--- src/rtl/tick_gen_pkg.sv ---
package tick_gen_pkg;
    localparam int EXP_MAX  = 10;
    localparam int DIV_W    = 8;
    localparam int EXP_W    = $clog2(EXP_MAX + 1);
    localparam int HALF_W   = 16;
    localparam int SPARE_W  = HALF_W - DIV_W - EXP_W;
    localparam int NUM_GEN  = 2;
    localparam int WORD_W   = HALF_W * NUM_GEN;

    typedef struct packed {
        logic [SPARE_W-1:0] spare;
        logic [EXP_W-1:0]   exp;
        logic [DIV_W-1:0]   div;
    } half_cfg_t;

    function automatic logic cfg_active(half_cfg_t c);
        return (c.div != '0) && (c.exp <= EXP_W'(EXP_MAX));
    endfunction

    function automatic logic cfg_differs(half_cfg_t a, half_cfg_t b);
        return (a.exp != b.exp) || (a.div != b.div);
    endfunction
endpackage

--- src/rtl/tick_prescaler.sv ---
module tick_prescaler
    import tick_gen_pkg::*;
(
    input  logic             clk,
    input  logic             rst,
    output logic [EXP_MAX:0] pre_tick
);
    logic [EXP_MAX-1:0] cnt;

    always_ff @(posedge clk) begin
        if (rst) cnt <= '0;
        else     cnt <= cnt + 1'b1;
    end

    assign pre_tick[0] = 1'b1;

    for (genvar k = 1; k <= EXP_MAX; k++) begin : g_stage
        assign pre_tick[k] = &cnt[k-1:0];

        // a slower strobe only fires together with the next faster one
        assert_pre_nest_R2: assert property (@(posedge clk) disable iff (rst)
            pre_tick[k] |-> pre_tick[k-1]);
        // strobes above 2^0 are one cycle wide
        assert_pre_pulse_R2: assert property (@(posedge clk) disable iff (rst)
            pre_tick[k] |=> !pre_tick[k]);
    end
endmodule

--- src/rtl/tick_divider.sv ---
module tick_divider
    import tick_gen_pkg::*;
(
    input  logic             clk,
    input  logic             rst,
    input  half_cfg_t        cfg_in,
    input  logic [EXP_MAX:0] pre_tick,
    output logic             tick
);
    half_cfg_t        cfg_q;
    logic [DIV_W-1:0] div_cnt;
    logic             changed;
    logic             step;
    logic             active;
    logic             wrap;

    always_comb changed = cfg_differs(cfg_in, cfg_q);
    always_comb active  = cfg_active(cfg_q);
    always_comb wrap    = (div_cnt == cfg_q.div - DIV_W'(1));

    always_comb begin
        step = 1'b0;
        for (int k = 0; k <= EXP_MAX; k++) begin
            if (cfg_q.exp == EXP_W'(k)) step = pre_tick[k];
        end
    end

    always_ff @(posedge clk) begin
        if (rst) begin
            cfg_q   <= '0;
            div_cnt <= '0;
            tick    <= 1'b0;
        end else if (changed) begin
            cfg_q.exp   <= cfg_in.exp;
            cfg_q.div   <= cfg_in.div;
            cfg_q.spare <= '0;
            div_cnt     <= '0;
            tick        <= 1'b0;
        end else if (active && step) begin
            if (wrap) begin
                div_cnt <= '0;
                tick    <= 1'b1;
            end else begin
                div_cnt <= div_cnt + 1'b1;
                tick    <= 1'b0;
            end
        end else begin
            tick <= 1'b0;
        end
    end

    assert_off_silent_R5: assert property (@(posedge clk) disable iff (rst)
        (cfg_q.div == '0) |=> !tick);
    assert_exp_range_R6: assert property (@(posedge clk) disable iff (rst)
        (cfg_q.exp > EXP_W'(EXP_MAX)) |=> !tick);
    assert_single_pulse_R7: assert property (@(posedge clk) disable iff (rst)
        (tick && !(cfg_q.exp == '0 && cfg_q.div == DIV_W'(1))) |=> !tick);
    assert_restart_R8: assert property (@(posedge clk) disable iff (rst)
        changed |=> (!tick && div_cnt == '0));
endmodule

--- src/rtl/dual_tick_gen.sv ---
module dual_tick_gen
    import tick_gen_pkg::*;
(
    input  logic                clk,
    input  logic                rst,
    input  logic [WORD_W-1:0]   mode_word,
    output logic                tick_a,
    output logic                tick_b,
    output logic [EXP_MAX:0]    pre_tick
);
    logic [NUM_GEN-1:0] ticks;

    tick_prescaler u_pre (
        .clk      (clk),
        .rst      (rst),
        .pre_tick (pre_tick)
    );

    for (genvar g = 0; g < NUM_GEN; g++) begin : g_gen
        half_cfg_t half;
        assign half = half_cfg_t'(mode_word[g*HALF_W +: HALF_W]);

        tick_divider u_div (
            .clk      (clk),
            .rst      (rst),
            .cfg_in   (half),
            .pre_tick (pre_tick),
            .tick     (ticks[g])
        );
    end

    assign tick_a = ticks[0];
    assign tick_b = ticks[1];

    // no strobe right after reset, before any configuration is taken
    assert_reset_quiet_R1: assert property (@(posedge clk)
        rst |=> (!tick_a && !tick_b));
endmodule

--- config.mk ---
export PLATFORM = sky130hd
export DESIGN_NAME = dual_tick_gen
export DESIGN_NICKNAME = d
export VERILOG_FILES = /design/src/rtl/tick_gen_pkg.sv /design/src/rtl/tick_prescaler.sv /design/src/rtl/tick_divider.sv /design/src/rtl/dual_tick_gen.sv
export SDC_FILE = /design/constraint.sdc
export NUM_CORES = 1
export LEC_CHECK = 0
export BUFFER_PORTS_ARGS = -buffer_cell sky130_fd_sc_hd__clkbuf_2
export CORE_MARGIN = 5
export CORE_UTILIZATION = 50
export CTS_BUF_LIST = sky130_fd_sc_hd__clkbuf_4
export DETAILED_ROUTE_END_ITERATION = 16
export HOLD_SLACK_MARGIN = 0.02
export PLACE_DENSITY = 0.75
export REMOVE_ABC_BUFFERS = 1
export SKIP_CTS_REPAIR_TIMING = 1
export SYNTH_ARGS = -nofsm -noshare
export SYNTH_HDL_FRONTEND = slang
export SYNTH_SLANG_ARGS = --single-unit
--- constraint.sdc ---
create_clock -name clk -period 2.2 [get_ports clk]
set_input_delay 0.44 -clock clk [delete_from_list [all_inputs] [get_ports clk]]
set_output_delay 0.44 -clock clk [all_outputs]
set_load 0.01 [all_outputs]
==> run metrics <==
CTS max path bufs 2; maximum number of pins on one net before global-route repair 35; critical path data required time 2.49 ns; final cell utilization of the core 0.6530; detail-routed net length per standard cell 14.65 um; CP cell instances ha_4 > nand3_4 > nor3_4 > ha_2 > inv_1 > o21ai_2 > o311ai_4 > a21oi_2 > o211ai_4 > buf_4 > o311ai_1; slowest CP cell dfxtp_2; fmax 431.1 MHz; final setup fails 8; failing checks setup timing; layout cell share with drive strength beyond 1 0.3319; cell-internal power 1.302 mW; final WL 7.748 mm; Pins Over Slew Limit 0; Total GRT Usage 0.1933; full die area 7997 um^2; CTS buffer count 5; Top FF cell, synth dfxtp_1; total gr overflow 0; DP HPWL 5.478 mm; clk slew on worst S/H paths 0.15 ns; Final Cycle Share 1.054; Layout fillers 514; clock skew 0.01247 ns; distinct cell type count after synthesis 65; crit path launch type register; Synth Warn # 0; worst min path class in2reg; CP Buf/Inv Count 2; Ports 47; clock power share 0.251; Clock Latency Late Sink 0.38 ns; status complete, but fails checks; CTS H-tree lvls 2; asr flop ratio synth 0; DR iter-0 viols 130; unrepaired setup endpoints after global routing true; total power 1.819 mW; FP Rows 29; Post-synth top cells dfxtp_1, nor2b_1, xnor2_1; #FFs+latches synth 52; CTS tree yes; Yosys top cell by area dfxtp_1; root buf cell clkbuf_4; Avg Cell Area, Syn 8.434 um^2; Chip Width 89.43 um; via count of the first global-routing pass 2805; main area contributors after synthesis dfxtp_1, xnor2_1, nor2b_1; Lkg Pwr 1.581 nW; Final nets 493; Placer Congestion 0.8249; Post-Syn Area 3154 um^2; delay-heaviest family, CP compound AO/OA/AOI/OAI gates; Worst setup EP type register; Net Sw Frac 0.2843; Period minus WS final 2.320 ns; post-synthesis sequential area ratio 0.3300; IO Port Bufs 37; Area Overhead vs Synth 29.19%; Initial Util 0.5054; final hold vios 0; Chip Height 89.43 um; drt pass-1 iters 4; Mapped Cells 374; DRT antenna net count 0; routed via count 2951; count leader, synth dfxtp_1; crit-path max cell delay 0.38 ns; combinational power share 0.195; Power per Cell Area 446.4 nW/um^2; net switching power 0.5172 mW; first-pass GRT wire length 12.32 mm; Seq pwr share 0.554; Max rail drop VDD 0.4065 mV; area of the core 6241 um^2; critical path class reg2reg; Worst R2R Setup Slack -0.12 ns; antenna violations before repair 0; drc violations 0; max capacitance violation total 0; Yosys top cell area share 0.3300; Vias/cell 5.578; pre-CTS setup slack -0.1674 ns; setup slack after layout -0.1197 ns; number of synthesized flops with an enable pin 0; CP max FO 5; critical path arrival 2.61 ns; # diodes 0; CTS sink cnt 52
==> metrics by stage <==
stage / instances / hold slack, ns / setup TNS (ns) / instance area [um^2]
5_1_grt: 529 / 0.2665 / -2.476 / 4075
3_5_place_dp: 512 / 0.5038 / -1.654 / 3694
6_report: 529 / 0.2919 / -0.3965 / 4075
4_1_cts: 520 / 0.2840 / -2.311 / 3750
2_1_floorplan: 349 / 0.4677 / -16.21 / 3044
3_3_place_gp: 512 / 0.4949 / -0.7275 / 3694
==> worst reg2reg max path, stage by stage (launching register included) <==
cell and delay [ns]:
dfxtp_2 0.38, ha_4 0.15, nand3_4 0.10, nor3_4 0.23
ha_2 0.24, inv_1 0.06, o21ai_2 0.16, o311ai_4 0.13
a21oi_2 0.25, o211ai_4 0.16, buf_4 0.17, o311ai_1 0.21
==> routing by layer <==
metal	wire length [um]	vias to the layer above	global-route usage	part of all wire
li1	-	1483	-	-
met1	3414	1391	0.2387	0.44
met2	3919	66	0.3289	0.51
met3	280	11	0.03779	0.036
met4	133	0	0.07848	0.017
met5	0	-	0	0
==> layout make-up <==
| cell class | count | area (um^2) | share of cell area |
|---|---|---|---|
| tap | 77 | 96.34 | 0.02364 |
| sequential | 52 | 1049 | 0.2573 |
| multi-input combinational | 278 | 2165 | 0.5312 |
| timing repair buffer | 95 | 638.1 | 0.1566 |
| inverter | 19 | 71.32 | 0.01750 |
| clock buffer | 7 | 52.55 | 0.01290 |
| clock inverter | 1 | 3.754 | 0.0009211 |
==> power groups by stage <==
stage	registers (mW)	clock network, mW	logic [mW]
4_1_cts	1.00	0.464	0.324
5_1_grt	1.01	0.516	0.391
3_5_place_dp	1.02	0	0.321
6_report	1.01	0.456	0.355
3_3_place_gp	1.02	0	0.311
2_1_floorplan	1.03	0	0.178
==> cells by family after synthesis <==
family,share of synthesized area
adders and majority gates,0.03173
other,0.001189
muxes,0.009917
AOI/OAI and AO/OA,0.1626
DFF,0.3300
buffers and inverters,0.05752
and+or+nand+nor,0.2848
xor gates and xnor gates,0.1222
==> flip-flops by register name, indices dropped and copies added (netlist names) <==
| signal | count |
|---|---|
| g_gen.u_div.div_cnt | 16 |
| u_pre.cnt | 10 |
| g_gen.u_div.cfg_q | 24 |
| g_gen.u_div.tick | 2 |
==> cells in the final DEF (no fill, tap or decap), types with 5 or more instances in the layout <==
| cell | count |
|---|---|
| buf_4 | 55 |
| dfxtp_1 | 46 |
| clkbuf_2 | 36 |
| nor2b_1 | 31 |
| xnor2_1 | 24 |
| nand2_1 | 20 |
| xor2_1 | 20 |
| nor2_1 | 19 |
| inv_1 | 18 |
| nand3_1 | 18 |
| nand2b_1 | 10 |
| nor3_1 | 8 |
| o21ai_0 | 7 |
| clkbuf_4 | 7 |
| o211ai_1 | 6 |
| o221ai_2 | 6 |
| dfxtp_2 | 6 |
| a21oi_1 | 5 |
| nand4_1 | 5 |
| nand4b_1 | 5 |
==> path summary, 6_finish.rpt <==
kind	from	endpoint	depth (start not counted)
hold reg to reg	g_gen[1].u_div.div_cnt[1]$_SDFFE_PP0P_	g_gen[1].u_div.div_cnt[1]$_SDFFE_PP0P_	2
setup reg to reg	u_pre.cnt[0]$_SDFF_PP0_	g_gen[1].u_div.div_cnt[5]$_SDFFE_PP0P_	11
setup / recovery	u_pre.cnt[0]$_SDFF_PP0_	g_gen[1].u_div.div_cnt[5]$_SDFFE_PP0P_	11
hold / removal	mode_word[11]	g_gen[0].u_div.cfg_q[11]$_SDFFE_PP0P_	2
Power figures use the tool's default switching activity.
